===== src/rtl/usart_tx_pkg.sv =====
package usart_tx_pkg;

    // Control byte layout (bit 7 down to bit 0).
    typedef struct packed {
        logic enable;
        logic rsvd;
        logic fe_test;
        logic pe_test;
        logic clk_rx;
        logic odd_par;
        logic par_en;
        logic sync_mode;
    } cfg_t;

    // Settings frozen for one frame.
    typedef struct packed {
        logic sync_mode;
        logic fe_test;
        logic par_en;
        logic clk_rx;
    } frame_cfg_t;

    typedef enum logic [2:0] {
        ST_IDLE,
        ST_ALIGN,
        ST_START,
        ST_DATA,
        ST_PARITY,
        ST_STOP
    } tx_state_e;

endpackage


===== src/rtl/usart_tx_clkgen.sv =====
module usart_tx_clkgen #(
    parameter int SYNC_STAGES = 2
) (
    input  logic clk,
    input  logic rst_n,
    input  logic baud_tick_i,
    input  logic rx_clk_i,
    input  logic use_rx_i,
    output logic bit_clk_o,
    output logic fall_stb_o
);
    logic [SYNC_STAGES-1:0] rx_sync_q;
    logic                   gen_q;
    logic                   lvl_q;
    logic                   sel_lvl;

    // Synchronizer for the foreign receive clock, plus the local divided clock.
    always_ff @(posedge clk or negedge rst_n) begin
        if (!rst_n) begin
            rx_sync_q <= '0;
            gen_q     <= 1'b0;
            lvl_q     <= 1'b0;
        end else begin
            rx_sync_q <= {rx_sync_q[SYNC_STAGES-2:0], rx_clk_i};
            if (baud_tick_i) begin
                gen_q <= ~gen_q;
            end
            lvl_q <= sel_lvl;
        end
    end

    assign sel_lvl    = use_rx_i ? rx_sync_q[SYNC_STAGES-1] : gen_q;
    assign fall_stb_o = lvl_q & ~sel_lvl;
    assign bit_clk_o  = lvl_q;

endmodule


===== src/rtl/usart_tx_fsm.sv =====
module usart_tx_fsm
    import usart_tx_pkg::*;
#(
    parameter int DATA_W = 8,
    parameter int OVS    = 16
) (
    input  logic              clk,
    input  logic              rst_n,
    input  logic              en_i,
    input  logic              sync_i,
    input  logic              fe_i,
    input  logic              pe_i,
    input  logic              odd_i,
    input  logic              par_en_i,
    input  logic              clk_rx_i,
    input  logic [DATA_W-1:0] data_i,
    input  logic              valid_i,
    output logic              ready_o,
    input  logic              baud_tick_i,
    input  logic              fall_stb_i,
    output logic              act_sync_o,
    output logic              act_clk_rx_o,
    output logic              txd_o,
    output logic              tx_en_o
);
    localparam int CNT_W = $clog2(OVS);
    localparam int IDX_W = $clog2(DATA_W);
    localparam logic [CNT_W-1:0] FULL_LAST = CNT_W'(OVS - 1);
    localparam logic [CNT_W-1:0] HALF_LAST = CNT_W'(OVS / 2 - 1);
    localparam logic [IDX_W-1:0] IDX_LAST  = IDX_W'(DATA_W - 1);

    tx_state_e         state_q, state_d;
    frame_cfg_t        cfg_q;
    logic [CNT_W-1:0]  cnt_q;
    logic [IDX_W-1:0]  idx_q;
    logic [DATA_W-1:0] shreg_q;
    logic              par_q;
    logic              accept;
    logic              bit_done;
    logic              skip_stop;
    logic [CNT_W-1:0]  bit_last;

    assign ready_o   = (state_q == ST_IDLE) && en_i;
    assign accept    = valid_i && ready_o;
    assign bit_last  = (state_q == ST_STOP && cfg_q.fe_test) ? HALF_LAST : FULL_LAST;
    assign bit_done  = cfg_q.sync_mode ? fall_stb_i : (baud_tick_i && cnt_q == bit_last);
    assign skip_stop = cfg_q.sync_mode && cfg_q.fe_test;

    // Clock selection follows the live byte while idle, the frozen one in a frame.
    assign act_sync_o   = (state_q == ST_IDLE) ? sync_i   : cfg_q.sync_mode;
    assign act_clk_rx_o = (state_q == ST_IDLE) ? clk_rx_i : cfg_q.clk_rx;

    always_comb begin
        state_d = state_q;
        unique case (state_q)
            ST_IDLE:   if (accept)     state_d = sync_i ? ST_ALIGN : ST_START;
            ST_ALIGN:  if (fall_stb_i) state_d = ST_START;
            ST_START:  if (bit_done)   state_d = ST_DATA;
            ST_DATA: begin
                if (bit_done && idx_q == IDX_LAST) begin
                    if (cfg_q.par_en)   state_d = ST_PARITY;
                    else if (skip_stop) state_d = ST_IDLE;
                    else                state_d = ST_STOP;
                end
            end
            ST_PARITY: if (bit_done)   state_d = skip_stop ? ST_IDLE : ST_STOP;
            ST_STOP:   if (bit_done)   state_d = ST_IDLE;
            default:                   state_d = ST_IDLE;
        endcase
    end

    always_ff @(posedge clk or negedge rst_n) begin
        if (!rst_n) state_q <= ST_IDLE;
        else        state_q <= state_d;
    end

    always_ff @(posedge clk or negedge rst_n) begin
        if (!rst_n) begin
            cfg_q   <= '0;
            cnt_q   <= '0;
            idx_q   <= '0;
            shreg_q <= '0;
            par_q   <= 1'b0;
        end else if (accept) begin
            cfg_q   <= '{sync_mode: sync_i, fe_test: fe_i, par_en: par_en_i, clk_rx: clk_rx_i};
            cnt_q   <= '0;
            idx_q   <= '0;
            shreg_q <= data_i;
            par_q   <= (^data_i) ^ odd_i ^ pe_i;
        end else begin
            if (bit_done || state_d != state_q) cnt_q <= '0;
            else if (baud_tick_i)               cnt_q <= cnt_q + CNT_W'(1);
            if (state_q == ST_DATA && bit_done) begin
                shreg_q <= shreg_q >> 1;
                idx_q   <= idx_q + IDX_W'(1);
            end
        end
    end

    always_comb begin
        txd_o   = 1'b1;
        tx_en_o = 1'b0;
        unique case (state_q)
            ST_IDLE, ST_ALIGN: ;
            ST_START:  begin txd_o = 1'b0;       tx_en_o = 1'b1; end
            ST_DATA:   begin txd_o = shreg_q[0]; tx_en_o = 1'b1; end
            ST_PARITY: begin txd_o = par_q;      tx_en_o = 1'b1; end
            ST_STOP:   begin txd_o = 1'b1;       tx_en_o = 1'b1; end
            default: ;
        endcase
    end

    assert_mark_when_quiet_R5: assert property (@(posedge clk) disable iff (!rst_n)
        !tx_en_o |-> txd_o);
    assert_disabled_stays_idle_R2: assert property (@(posedge clk) disable iff (!rst_n)
        (state_q == ST_IDLE && !en_i) |=> (state_q == ST_IDLE));
    assert_ready_only_idle_R11: assert property (@(posedge clk) disable iff (!rst_n)
        ready_o |-> !tx_en_o);
    assert_half_stop_bound_R6: assert property (@(posedge clk) disable iff (!rst_n)
        (state_q == ST_STOP && cfg_q.fe_test && !cfg_q.sync_mode) |-> (cnt_q <= HALF_LAST));
    assert_no_sync_stop_R7: assert property (@(posedge clk) disable iff (!rst_n)
        (cfg_q.sync_mode && cfg_q.fe_test) |-> (state_q != ST_STOP));
    assert_cfg_frozen_R12: assert property (@(posedge clk) disable iff (!rst_n)
        (state_q != ST_IDLE) |=> (state_q == ST_IDLE || $stable(cfg_q)));
    assert_start_low_R3: assert property (@(posedge clk) disable iff (!rst_n)
        $rose(tx_en_o) |-> !txd_o);

endmodule


===== src/rtl/usart_tx_inject.sv =====
module usart_tx_inject
    import usart_tx_pkg::*;
#(
    parameter int DATA_W      = 8,
    parameter int OVS         = 16,
    parameter int SYNC_STAGES = 2
) (
    input  logic              clk,
    input  logic              rst_n,
    input  logic [7:0]        cfg_i,
    input  logic [DATA_W-1:0] tx_data_i,
    input  logic              tx_valid_i,
    output logic              tx_ready_o,
    input  logic              baud_tick_i,
    input  logic              rx_clk_i,
    output logic              txd_o,
    output logic              tx_en_o,
    output logic              tx_clk_o
);
    cfg_t cfg_w;
    logic cfg_unused;
    logic act_sync;
    logic act_clk_rx;
    logic bit_clk;
    logic fall_stb;

    assign cfg_w      = cfg_t'(cfg_i);
    assign cfg_unused = cfg_w.rsvd;

    usart_tx_clkgen #(.SYNC_STAGES(SYNC_STAGES)) u_clkgen (
        .clk         (clk),
        .rst_n       (rst_n),
        .baud_tick_i (baud_tick_i),
        .rx_clk_i    (rx_clk_i),
        .use_rx_i    (act_clk_rx),
        .bit_clk_o   (bit_clk),
        .fall_stb_o  (fall_stb)
    );

    usart_tx_fsm #(.DATA_W(DATA_W), .OVS(OVS)) u_fsm (
        .clk          (clk),
        .rst_n        (rst_n),
        .en_i         (cfg_w.enable),
        .sync_i       (cfg_w.sync_mode),
        .fe_i         (cfg_w.fe_test),
        .pe_i         (cfg_w.pe_test),
        .odd_i        (cfg_w.odd_par),
        .par_en_i     (cfg_w.par_en),
        .clk_rx_i     (cfg_w.clk_rx),
        .data_i       (tx_data_i),
        .valid_i      (tx_valid_i),
        .ready_o      (tx_ready_o),
        .baud_tick_i  (baud_tick_i),
        .fall_stb_i   (fall_stb),
        .act_sync_o   (act_sync),
        .act_clk_rx_o (act_clk_rx),
        .txd_o        (txd_o),
        .tx_en_o      (tx_en_o)
    );

    assign tx_clk_o = act_sync ? bit_clk : 1'b0;

    assert_async_clk_low_R10: assert property (@(posedge clk) disable iff (!rst_n)
        !act_sync |-> !tx_clk_o);

endmodule


===== config.mk =====
export PLATFORM = sky130hd
export DESIGN_NAME = usart_tx_inject
export DESIGN_NICKNAME = d
export VERILOG_FILES = /design/src/rtl/usart_tx_pkg.sv /design/src/rtl/usart_tx_clkgen.sv /design/src/rtl/usart_tx_fsm.sv /design/src/rtl/usart_tx_inject.sv
export SDC_FILE = /design/constraint.sdc
export NUM_CORES = 1
export LEC_CHECK = 0
export BUFFER_PORTS_ARGS = -buffer_cell sky130_fd_sc_hd__buf_2
export CORE_ASPECT_RATIO = 1.1
export CORE_MARGIN = 2
export CORE_UTILIZATION = 55
export DETAILED_ROUTE_END_ITERATION = 8
export GPL_TIMING_DRIVEN = 0
export PLACE_DENSITY = 0.81
export SLEW_MARGIN = 10
export SYNTH_ARGS = -nofsm -noshare
export SYNTH_HDL_FRONTEND = slang
export SYNTH_SLANG_ARGS = --single-unit

===== constraint.sdc =====
create_clock -name clk -period 2.3 [get_ports clk]
set_input_delay 0.115 -clock clk [delete_from_list [all_inputs] [get_ports clk]]
set_output_delay 0.115 -clock clk [all_outputs]
set_load 0.005 [all_outputs]

==> flow_metrics.tcl <==
set metrics [dict create \
    status "complete, no violations" \
    start_util_pct 59.0 \
    die_w_um 54.0 \
    post-route-min-period_ps 2200 \
    crit_arrival_ps 2420 \
    fmax_mhz 455 \
    yosys.area_share.adder_pct 2.48 \
    path_class "register to register" \
    synth_top_family_by_area "compound AO/OA/AOI/OAI gates" \
    slowest_delay_ps 420 \
    clockPowerShare_pct 11.0 \
    path_delay_family "compound AO/OA/AOI/OAI gates" \
    layout.nets 209 \
    synthFlopType "dfrtp_1" \
    wl_per_cell_um 14.3 \
    comb_power_share_pct 43.7 \
    synthArstFlopShare_pct 100 \
    crit_slowest_cell "dfrtp_1" \
    p_int_mw 1.13 \
    hp-class "input pin to register" \
    hold_viol 0 \
    switchingPower_mw 0.692 \
    path_clk_slew_ps 140 \
    numCtsBuffers 3 \
    synth_edf_count 0 \
    synth_xor_area_share_pct 8.09 \
    yosys.area_share.simple_pct 18.6 \
    ys_types 48 \
    io_buffers 22 \
    die_area_um2 3190 \
    r2r_slack_ps 100 \
    diodes 0 \
    seqCellArea_um2 676 \
    synthCells 153 \
    rsz0062_at_grt "true" \
    power_density_nw_per_um2 1030 \
    vias 1219 \
    detail-route-antenna-nets 0 \
    clk_latency_ps 320 \
    grt_pass1_vias 1164 \
    antenna_found_initial 0 \
    vias_per_cell 5.67 \
    final_util_pct 68.7 \
    syn2layout_area_growth_pct 16.4 \
    rr_startpoint "u_fsm.state_q[1]" \
    setup_violations 0 \
    synth-compound-area-share_pct 20.6 \
    syn_nets 177 \
    syn_area_um2 1520 \
    htreeDepth 1 \
    cp_max_fo 10 \
    synthMuxAreaShare_pct 2.06 \
    tightest_slew_ps 685 \
    holdWs_ps 18.9 \
    cap_violations 0 \
    multiInputGateArea_um2 805 \
    core-area_um2 2570 \
    irDropWorstVdd_v 0.000683 \
    crit_cells 7 \
    io-pin-count 25 \
    end_kind "register" \
    drive_above_1_share_pct 22.8 \
    clock-root-buffer "clkbuf_4" \
    drtIter0Drc 41 \
    totalWireLength_um 3070 \
    drc 0 \
    grt-ovfl-total 0 \
    fin_ws_ps 104 \
    worst-path-buf-inv 1 \
    die_h_um 59.1 \
    rr_endpoint "u_fsm.state_q[0]" \
    track_usage_pct 21.6 \
    post-cts-setup-buffers 0 \
    seqPwrFrac_pct 45.3 \
    period_share_pct 95.5 \
    clk_path_buf_depth 2 \
    p_leak_nw 0.847 \
    critPathCapture "u_fsm.state_q[0]" \
    reg2reg_depth 7 \
    place.gp.congestion 0.871 \
    clock_sinks 27 \
    row_count 19 \
    fin_tns_setup_ps 0 \
    p_sw_share_pct 38.0 \
    cp-start-kind "register" \
    grt_max_degree 28 \
    pre_cts_slack_ps 52.2 \
    crit_chain "buf_2, o31a_1, o211a_1, or2_4, and3_4, o21a_1, o311ai_1" \
    drtPass1Iterations 4 \
    syn_avg_cell_area_um2 9.90 \
    yosysSeqAreaShare_pct 44.6 \
    drv_slew 0 \
    cts_tree "built" \
    dp_hpwl_um 2260 \
    crit_start "u_fsm.state_q[1]" \
    crit_required_ps 2530 \
    skew_ps 8.80 \
    fill_cells 223 \
    yosysWarnings 0 \
    relSlewSlack_pct 53.7 \
    grt_pass1_wl_um 5090 \
    ys_ff_latch 27 \
]
==> sequential cells by signal (all words and copies together), names as in the netlist <==
name and cells:
u_fsm.state_q 3, u_fsm.shreg_q 8, u_clkgen.gen_q 1, u_fsm.cnt_q 4, u_fsm.cfg_q 4, u_fsm.par_q 1
u_clkgen.bit_clk_o 1, u_clkgen.rx_sync_q 2, u_fsm.idx_q 3
==> cell usage in the layout, fill, tap and decap left out, types with 3 or more instances in the layout <==
cell	n
a22o_1	7
buf_2	24
dfrtp_1	27
a21o_1	7
inv_1	4
clkbuf_1	4
a21oi_1	4
o21ai_0	5
dlygate4sd3_1	5
nand2b_1	3
xnor2_1	11
clkbuf_4	3
ha_1	3
nor2_1	6
xor2_1	3
nand2_1	26
==> cells by family after synthesis <==
logic type | Yosys count
AND/OR/NAND/NOR | 54
XOR/XNOR | 14
multiplexers | 3
adder cells (fa/ha/maj) | 3
flip-flops | 27
buffers and inverters | 12
AO/OA/AOI/OAI | 40
==> synth_stat cells, types with 2 or more instances <==
cell       n  share of area (%)
xor2_1     3                1.7
nand2b_1   3                1.2
ha_1       3                2.5
nor4b_1    2                1.2
a21o_1     7                3.5
clkbuf_1   5                1.2
nor2b_1    2               0.83
o21bai_1   2               0.99
buf_2      2               0.66
a22o_1     7                4.0
dfrtp_1   27                 45
nand2_1   26                6.4
inv_1      4               0.99
o21ai_0    5                1.7
a21oi_1    4                1.3
nor2_1     7                1.7
o21a_1     2               0.99
mux2i_1    2                1.3
xnor2_1   11                6.4
==> routing by layer <==
layer | GRT usage [%] | up-vias | wire length (um)
met5 | 0 | - | 0
met4 | 6.43 | 0 | 33
met3 | 2.27 | 5 | 139
met2 | 37.5 | 37 | 1510
met1 | 28.1 | 575 | 1380
li1 | - | 602 | -
==> final cells by class <==
| cell class | instances | share of cell area (%) |
|---|---|---|
| Buffer | 8 | 2.34 |
| Clock buffer | 3 | 1.28 |
| Clock inverter | 1 | 0.284 |
| Inverter | 4 | 0.852 |
| Multi-Input combinational cell | 114 | 45.6 |
| Sequential cell | 27 | 38.3 |
| Tap cell | 31 | 2.20 |
| Timing Repair Buffer | 27 | 9.08 |
==> how the worst min path moves through the flow <==
stage	startpoint	end	slack [ps]	cells after the start
after global routing	tx_data_i[7]	u_fsm.shreg_q[7]	30	3
final	tx_data_i[7]	u_fsm.shreg_q[7]	20	3
after CTS	tx_data_i[7]	u_fsm.shreg_q[7]	20	3
after detailed placement	rst_n	u_clkgen.rx_sync_q[1]	160	1
after floorplan	rst_n	u_clkgen.bit_clk_o	-180	0
after global placement	rst_n	u_clkgen.rx_sync_q[1]	150	1
==> per-stage QoR <==
stage          cells  area (um2)  power, mW
2_1_floorplan    153        1520       1.40
3_3_place_gp     206        1660       1.56
3_5_place_dp     206        1660       1.61
4_1_cts          215        1740       1.81
5_1_grt          215        1760       1.97
6_report         215        1760       1.82
==> repair_timing <==
item / CTS / global route
cloned: 0 / 0
hold endpoints to repair: 31 / 0
resized for setup: 1 / 4
endpoints found under the setup margin: 1 / 16
hold buffers: 5 / 0
==> tightest hold or removal path, cell delays in order <==
cell	delay, ps
buf_2	100
nand2_1	40
o21ai_0	60
==> power groups by stage <==
| stage | clock [mW] | sequential [mW] | combinational (mW) |
|---|---|---|---|
| 2_1_floorplan | 0 | 0.787 | 0.609 |
| 3_3_place_gp | 0 | 0.816 | 0.742 |
| 3_5_place_dp | 0 | 0.833 | 0.774 |
| 4_1_cts | 0.206 | 0.821 | 0.787 |
| 5_1_grt | 0.224 | 0.849 | 0.896 |
| 6_report | 0.201 | 0.826 | 0.796 |
Power figures use the tool's default switching activity.
